==> config.mk <==
export PLATFORM = sky130hd
export DESIGN_NAME = flyby_dma_chan
export DESIGN_NICKNAME = d
export VERILOG_FILES = /design/src/rtl/fdma_pkg.sv /design/src/rtl/fdma_addr_ctr.sv /design/src/rtl/fdma_len_ctr.sv /design/src/rtl/flyby_dma_chan.sv
export SDC_FILE = /design/constraint.sdc
export NUM_CORES = 1
export LEC_CHECK = 0
export BUFFER_PORTS_ARGS = -buffer_cell sky130_fd_sc_hd__buf_4
export CORE_MARGIN = 2
export CORE_UTILIZATION = 55
export CTS_CLUSTER_DIAMETER = 120
export CTS_CLUSTER_SIZE = 20
export DETAILED_ROUTE_END_ITERATION = 6
export PLACE_DENSITY_LB_ADDON = 0.12
export RECOVER_POWER = 25
export SLEW_MARGIN = 40
export SYNTH_ARGS = -nofsm -noshare
export SYNTH_HDL_FRONTEND = slang
export SYNTH_SLANG_ARGS = --single-unit
==> constraint.sdc <==
create_clock -name clk -period 6.7 [get_ports clk]
set_input_delay 1.34 -clock clk [delete_from_list [all_inputs] [get_ports clk]]
set_output_delay 1.34 -clock clk [all_outputs]
set_load 0.005 [all_outputs]
==> src/rtl/fdma_pkg.sv <==
package fdma_pkg;
  localparam int CTL_EN    = 0;
  localparam int CTL_DEC   = 1;
  localparam int CTL_IRQEN = 2;
  localparam int CLR_TC    = 0;
  localparam int CLR_ABT   = 1;

  typedef enum logic [1:0] {
    ST_IDLE = 2'd0,
    ST_XFER = 2'd1,
    ST_GAP  = 2'd2,
    ST_COOL = 2'd3
  } chan_state_t;
endpackage

==> src/rtl/fdma_addr_ctr.sv <==
module fdma_addr_ctr #(
  parameter int W = 32
) (
  input  logic         clk,
  input  logic         rst,
  input  logic         load,
  input  logic [W-1:0] load_val,
  input  logic         step,
  input  logic         down,
  output logic [W-1:0] addr
);
  localparam logic [W-1:0] ONE = W'(1);

  always_ff @(posedge clk) begin
    if (rst)       addr <= '0;
    else if (load) addr <= load_val;
    else if (step) addr <= down ? addr - ONE : addr + ONE;
  end
endmodule

==> src/rtl/fdma_len_ctr.sv <==
module fdma_len_ctr #(
  parameter int W = 16
) (
  input  logic         clk,
  input  logic         rst,
  input  logic         load,
  input  logic [W-1:0] load_val,
  input  logic         dec,
  output logic [W-1:0] cnt,
  output logic         is_one,
  output logic         is_zero
);
  localparam logic [W-1:0] ONE = W'(1);

  always_ff @(posedge clk) begin
    if (rst)                  cnt <= '0;
    else if (load)            cnt <= load_val;
    else if (dec && !is_zero) cnt <= cnt - ONE;
  end

  assign is_one  = (cnt == ONE);
  assign is_zero = (cnt == '0);
endmodule

==> src/rtl/flyby_dma_chan.sv <==
module flyby_dma_chan
  import fdma_pkg::*;
#(
  parameter int ADDR_W = 32,
  parameter int CNT_W  = 16
) (
  input  logic              clk,
  input  logic              rst,
  input  logic              wr_addr,
  input  logic              wr_count,
  input  logic              wr_ctrl,
  input  logic              wr_clr,
  input  logic [ADDR_W-1:0] wdata,
  input  logic              abort_req,
  input  logic              fifo_ready,
  input  logic              fifo_last,
  input  logic              bus_grant,
  output logic              bus_req,
  output logic              xfer_valid,
  output logic [ADDR_W-1:0] xfer_addr,
  output logic              fifo_drained,
  output logic              tc_flag,
  output logic              abort_flag,
  output logic              irq,
  output logic              chan_en,
  output logic [ADDR_W-1:0] cur_addr,
  output logic [CNT_W-1:0]  cur_count
);
  chan_state_t st_q, st_n;
  logic dec_q, irq_en_q;
  logic en_n, dec_n, irq_en_n, tc_n, abt_n, req_n, drain_n;
  logic do_xfer, tc_hit, cnt_one, cnt_zero, in_service_n;

  fdma_addr_ctr #(.W(ADDR_W)) u_addr (
    .clk(clk), .rst(rst), .load(wr_addr), .load_val(wdata),
    .step(do_xfer), .down(dec_q), .addr(cur_addr)
  );

  fdma_len_ctr #(.W(CNT_W)) u_len (
    .clk(clk), .rst(rst), .load(wr_count), .load_val(wdata[CNT_W-1:0]),
    .dec(do_xfer), .cnt(cur_count), .is_one(cnt_one), .is_zero(cnt_zero)
  );

  assign do_xfer = (st_q == ST_XFER) && fifo_ready && chan_en;
  assign tc_hit  = do_xfer && cnt_one && !wr_count;

  always_comb begin
    en_n     = chan_en;
    dec_n    = dec_q;
    irq_en_n = irq_en_q;
    if (wr_ctrl) begin
      en_n     = wdata[CTL_EN] && !cnt_zero;
      dec_n    = wdata[CTL_DEC];
      irq_en_n = wdata[CTL_IRQEN];
    end
    if (tc_hit || abort_req) en_n = 1'b0;

    tc_n  = tc_hit    || (tc_flag    && !(wr_clr && wdata[CLR_TC]));
    abt_n = abort_req || (abort_flag && !(wr_clr && wdata[CLR_ABT]));

    st_n    = st_q;
    drain_n = 1'b0;
    unique case (st_q)
      ST_IDLE: if (bus_req && bus_grant) st_n = ST_XFER;
      ST_XFER: begin
        if (!fifo_ready) begin
          st_n    = ST_IDLE;
          drain_n = 1'b1;
        end else if (tc_hit || fifo_last) begin
          st_n    = ST_COOL;
          drain_n = fifo_last;
        end else begin
          st_n = ST_GAP;
        end
      end
      ST_GAP:  st_n = ST_XFER;
      ST_COOL: st_n = ST_IDLE;
      default: st_n = ST_IDLE;
    endcase
    if (!en_n && (st_n == ST_XFER || st_n == ST_GAP))
      st_n = do_xfer ? ST_COOL : ST_IDLE;

    in_service_n = (st_n == ST_XFER) || (st_n == ST_GAP);
    req_n = en_n && (in_service_n ||
                     (st_n == ST_IDLE && st_q == ST_IDLE && fifo_ready));
  end

  always_ff @(posedge clk) begin
    if (rst) begin
      st_q         <= ST_IDLE;
      chan_en      <= 1'b0;
      dec_q        <= 1'b0;
      irq_en_q     <= 1'b0;
      tc_flag      <= 1'b0;
      abort_flag   <= 1'b0;
      irq          <= 1'b0;
      bus_req      <= 1'b0;
      xfer_valid   <= 1'b0;
      xfer_addr    <= '0;
      fifo_drained <= 1'b0;
    end else begin
      st_q         <= st_n;
      chan_en      <= en_n;
      dec_q        <= dec_n;
      irq_en_q     <= irq_en_n;
      tc_flag      <= tc_n;
      abort_flag   <= abt_n;
      irq          <= tc_n && irq_en_n;
      bus_req      <= req_n;
      xfer_valid   <= do_xfer;
      fifo_drained <= drain_n && do_xfer;
      if (do_xfer) xfer_addr <= cur_addr;
    end
  end
endmodule

==> metrics.md, run 1 <==
| Metric | Value |
|---|---|
| Cell row count | `37` |
| Area Growth Syn to Fin | `18.6%` |
| Post-CTS Hold Buffers | `0` |
| Hold Vio Cnt, Final | `0` |
| Vias in the first global route | `5479` |
| Endpoints failing setup | `0` |
| CP max FO | `73` |
| Max VDD drop | `0.0966 mV` |
| Final Max Tran Viols | `74` |
| Post-CTS Resized | `0` |
| DP HPWL | `11500 um` |
| Post-layout nets | `912` |
| Skew-Pair Late Insertion Delay | `0.37 ns` |
| Final Instance Count excl. Fillers | `976` |
| Synth unique cells | `72` |
| Cell Chain, Critical Path | `clkbuf_1, nand4b_1, clkbuf_1, nor3_1, and2_1, a21oi_1, nand3_1` |
| Initial drt markers | `293` |
| Fin Setup TNS | `0 ns` |
| CTS tree | `yes` |
| Clock transition at path regs | `0.10 ns` |
| CP Launch Type | `input port` |
| Register area share after synthesis | `31.5%` |
| Share of cells above drive strength 1 | `18.8%` |
| #FFs+latches synth | `91` |
| Top cells by count, synth | `a21oi_1 (102), nand2_1 (102), dfxtp_1 (91)` |
| Antenna violation net count after detailed routing | `0` |
| Slew HR | `-105%` |
| Yosys top cell area share | `31.5%` |
| Bufs on Longest Clock Path | `2` |
| Max incr delay on CP | `2.17 ns` |
| Setup Fix Bufs, Post-CTS | `0` |
| Chip height | `106 um` |
| First-pass GRT wire length | `26400 um` |
| Synth Area per Inst | `7.80 sq um` |
| P_leak | `2.98 nW` |
| Final WL | `16300 um` |
| RSZ-0062 raised after global routing | `false` |
| Congestion Overflow GR | `0` |
| Post-route clock skew | `0.00775 ns` |
| CP max stage cell | `clkbuf_1` |
| Drt first pass iters | `5` |
| Buffers on Ports | `128` |
| Crit path kind | `in2reg` |
| Residual DRC | `0` |
| RePlAce Congestion | `0.912` |
| Worst EP arrival | `4.83 ns` |
| Max Freq | `0.219 GHz` |
| Syn_nets | `818` |
| Gr usage total | `28.6%` |
| Cell taking the most area after synthesis | `dfxtp_1` |
| Cells after DPL | `960` |
| Initial antenna violation count | `0` |
| Post-synth EDFFs | `0` |
| TritonCTS Buffers | `9` |
| Failing checks | `max-capacitance violations, max-slew violations` |
| H-tree lvl count | `3` |
| Ys Warns | `0` |
| Syn Inst Count | `741` |
| DIE WIDTH | `106 um` |
| Largest net degree at the start of global routing | `82` |
| Area contributors post-synth | `dfxtp_1 (32%), a21oi_1 (8.8%), ha_1 (7.4%)` |
| Clk root buf | `clkbuf_8` |
| Pwr dens | `174 nW/um^2` |
| Total of max-cap violations | `1` |
| Most common flop cell mapped by yosys | `dfxtp_1` |
| Crit-path most repeated cell | `clkbuf_1` |
| Vias per cell | `5.98` |
| Final hold slack | `0.457 ns` |
| Antenna Cells | `0` |
| Clock Sinks | `91` |
| DR WL/cell | `16.7 um` |
| Final period util | `68.2%` |
| Ports | `129` |
| R2R setup slack | `2.80 ns` |
| Hold Crit Class | `reg2reg` |
| Die ar. | `11300 sq um` |
| DR vias | `5835` |
| Outcome | `complete, but fails checks` |
| Worst Tran Pin Value | `3.08 ns` |
| Tmin final | `4.57 ns` |
| Mapped Area | `5780 sq um` |
| Initial core utilization | `56.2%` |
| Critical Path End Type | `flip-flop` |
| Core area | `10300 sq um` |
| Total Power | `1.19 mW` |
| Ys async rst share | `0%` |
| Critical Path RT | `6.96 ns` |
==> metrics by stage <==
stage	util, %	instance area [sq um]	setup WS (ns)
detailed placement	65.1	6690	3.21
finish	66.7	6860	2.13
global placement	65.0	6690	3.03
CTS	66.8	6870	3.34
floorplan	-	5780	3.59
global route	66.7	6860	1.69
==> metal layers <==
metal  routed length [um]  track usage, %
met2                 8050            48.6
met4                  514            12.3
met3                  770            4.17
met1                 6960            36.0
met5                    0               0
==> registers in the layout, summed over array words and instances, names as in the netlist, 2 cells and up <==
signal	count
st_q	2
u_addr.addr	32
u_len.cnt	16
xfer_addr	32
==> power breakdown <==
| group | internal [mW] | total, mW | switching (mW) |
|---|---|---|---|
| registers | 0.560 | 0.585 | 0.0255 |
| logic | 0.105 | 0.243 | 0.138 |
| clock network | 0.142 | 0.366 | 0.224 |
| total | 0.806 | 1.19 | 0.387 |
==> placed cells by master (no fill, tap or decap), types with 9 or more instances in the layout <==
cell type  synthesis  final
xnor2_1            9      9
o21ai_1           18     18
clkbuf_8           2      9
nor2_1            73     73
o21ai_0           25     25
a21oi_1          102    102
and3_1            15     15
mux2i_1           12     12
buf_4              1     95
a211oi_1          12     12
nand3_1           13     13
xor2_1            21     21
clkbuf_4           0     29
a21o_1            14     14
ha_1              34     34
dfxtp_1           91     91
nand4_1           14     14
inv_1             16     15
nand2_1          102    102
nor3_1            12     12
==> worst paths after layout <==
kind           startpoint         endpoint  cells past startpoint
max            fifo_ready  u_addr.addr[29]                      7
min reg2reg  xfer_addr[4]     xfer_addr[4]                      2
max reg2reg       st_q[1]  u_addr.addr[29]                      6
min          xfer_addr[4]     xfer_addr[4]                      2
==> worst max-delay path, delay by kind of cell <==
family | cells | cell delay, ns
buffers and inverters | 2 | 2.28
AO/OA/AOI/OAI | 1 | 0.14
AND/OR/NAND/NOR | 4 | 1.05
==> layout make-up <==
type | count | area, sq um
Tap cell | 136 | 170
Clock buffer | 9 | 124
Multi-Input combinational cell | 587 | 3660
Sequential cell | 91 | 1820
Fill cell | 917 | 3420
Inverter | 16 | 60.1
Timing Repair Buffer | 130 | 961
Clock inverter | 7 | 58.8
==> kinds of logic (layout without fill, tap and decap cells) <==
group / count (synthesis) / count (layout) / share of synthesized area (%)
simple gates: 272 / 272 / 22.2
fa+ha+maj: 35 / 35 / 7.71
compound gates: 238 / 238 / 26.7
xor+xnor: 30 / 30 / 4.55
mux: 12 / 12 / 2.08
buf+inv: 63 / 162 / 5.20
flops: 91 / 91 / 31.5
Power figures use the tool's default switching activity.
==> run 2, diff against run 1 <==
==> constraint.sdc (replaced) <==
create_clock -name clk -period 4.3 [get_ports clk]
set_input_delay 0.86 -clock clk [delete_from_list [all_inputs] [get_ports clk]]
set_output_delay 0.86 -clock clk [all_outputs]
set_load 0.005 [all_outputs]
==> metrics.md, run 2 (same netlist as run 1, synthesis figures left out) <==
| Metric | Value |
|---|---|
| Outcome | `finished, final reports clean` |
| Worst EP arrival | `3.60 ns` |
| Fin Setup TNS | `0 ns` |
| Initial core utilization | `56.2%` |
| Antenna violation net count after detailed routing | `0` |
| P_leak | `3.01 nW` |
| Max VDD drop | `0.185 mV` |
| Min-Delay Endpoint | `xfer_addr[6]` |
| Final Instance Count excl. Fillers | `978` |
| H-tree lvl count | `3` |
| DIE WIDTH | `106 um` |
| Post-CTS Hold Buffers | `0` |
| Critical Path RT | `4.58 ns` |
| Chip height | `106 um` |
| WL met1 | `7080 um` |
| Wire length on met3 | `897 um` |
| Buffers on Ports | `128` |
| Tmin final | `3.32 ns` |
| DP HPWL | `11900 um` |
| Bufs on Longest Clock Path | `2` |
| CTS tree | `yes` |
| Residual DRC | `0` |
| DR vias | `5885` |
| RePlAce Congestion | `0.962` |
| Largest net degree at the start of global routing | `82` |
| RSZ-0062 raised after global routing | `false` |
| CP Launch Type | `flip-flop` |
| Endpoints failing setup | `0` |
| Critical Path End Type | `flip-flop` |
| DR WL/cell | `16.9 um` |
| Final Max Tran Viols | `0` |
| Cells after DPL | `962` |
| Worst R2R End | `u_addr.addr[21]` |
| Pwr dens | `278 nW/um^2` |
| Post-layout nets | `914` |
| Cell row count | `37` |
| Commonest cells after routing, fill and taps aside | `nand2_1 (102), a21oi_1 (102), buf_4 (92)` |
| Clock transition at path regs | `0.09 ns` |
| Post-layout util | `67.2%` |
| Reg-to-reg startpoint | `dec_q` |
| Final WL | `16600 um` |
| Hold Path Stages | `2` |
| Initial antenna violation count | `0` |
| Worst Tran Pin Value | `1.44 ns` |
| Vias in the first global route | `5592` |
| Min-delay src | `xfer_addr[6]` |
| Final period util | `77.2%` |
| Setup Fix Bufs, Post-CTS | `0` |
| CP max FO | `22` |
| DR top layer | `met4` |
| Total Power | `1.92 mW` |
| Clock Sinks | `91` |
| Metal2 WL | `8010 um` |
| Initial drt markers | `331` |
| Hold Vio Cnt, Final | `0` |
| Congestion Overflow GR | `0` |
| Core area | `10300 sq um` |
| Top flop regs | `u_addr.addr: 32 flops, xfer_addr: 32 flops, u_len.cnt: 16 flops` |
| TritonCTS Buffers | `9` |
| Post-CTS Resized | `0` |
| Crit path kind | `reg2reg` |
| Share of cells above drive strength 1 | `19.2%` |
| Ports | `129` |
| Die ar. | `11300 sq um` |
| Slew HR | `3.85%` |
| Antenna Cells | `0` |
| Fill count | `945` |
| Area Growth Syn to Fin | `19.5%` |
| Gr usage total | `29.4%` |
| Clk root buf | `clkbuf_8` |
| Post-route clock skew | `0.00981 ns` |
| Post-route cell area | `6910 sq um` |
| R2R setup slack | `0.98 ns` |
| Skew-Pair Late Insertion Delay | `0.38 ns` |
| Drt first pass iters | `5` |
| Vias per cell | `6.02` |
| Total of max-cap violations | `0` |
| Max Freq | `0.301 GHz` |
| Reg2Reg Depth | `8` |
| Placed cell area | `6700 sq um` |
| Hold Crit Class | `reg2reg` |
| First-pass GRT wire length | `27100 um` |
[run 2: cell count changes in the layout (fill, tap and decap cells not counted), sizes merged]
cell and change:
clkbuf +7, buf -3, inv -3, bufinv +1
[run 2: power breakdown]
group          total [mW]  internal (mW)  switching (mW)
sequential          0.913          0.872          0.0416
clock               0.627          0.303           0.324
combinational       0.378          0.165           0.213
[run 2: worst max-delay path: stages (launching register included)]
cell	delay [ns]
dfxtp_1	0.90
ha_1	0.44
a21oi_1	0.27
o21ai_0	0.22
a221oi_4	0.31
o41ai_4	0.18
a221oi_4	0.45
xor2_1	0.15
a2111oi_2	0.30
[run 2: layer usage]
metal | vias up | GRT usage [%]
met5 | - | 0
met4 | 0 | 13.0
met3 | 36 | 5.03
met2 | 201 | 50.8
met1 | 2774 | 36.0
li1 | 2874 | -
[run 2: worst max path at each step]
stage,slack (ns),to,startpoint
finish,0.98,u_addr.addr[21],dec_q
global route,0.77,u_addr.addr[21],dec_q
CTS,1.01,u_addr.addr[21],dec_q
detailed placement,1.03,u_addr.addr[21],dec_q
global placement,1.15,u_addr.addr[21],dec_q
floorplan,1.19,u_addr.addr[21],dec_q
[run 2: final cells by class]
type	instances	area [sq um]	share of cell area [%]
multi-input cells	587	3660	53.0
clock inverters	5	60.1	0.870
inverters	16	60.1	0.870
flip-flops and latches	91	1820	26.4
well taps	136	170	2.46
clock buffers	11	151	2.19
repair buffers	132	985	14.3
[run 2: stage by stage]
step / setup slack, ns / hold WS [ns]
6_report: 0.981 / 0.457
5_1_grt: 0.771 / 0.477
4_1_cts: 1.01 / 0.462
3_5_place_dp: 1.03 / 0.449
3_3_place_gp: 1.15 / 0.442
2_1_floorplan: 1.19 / 0.453
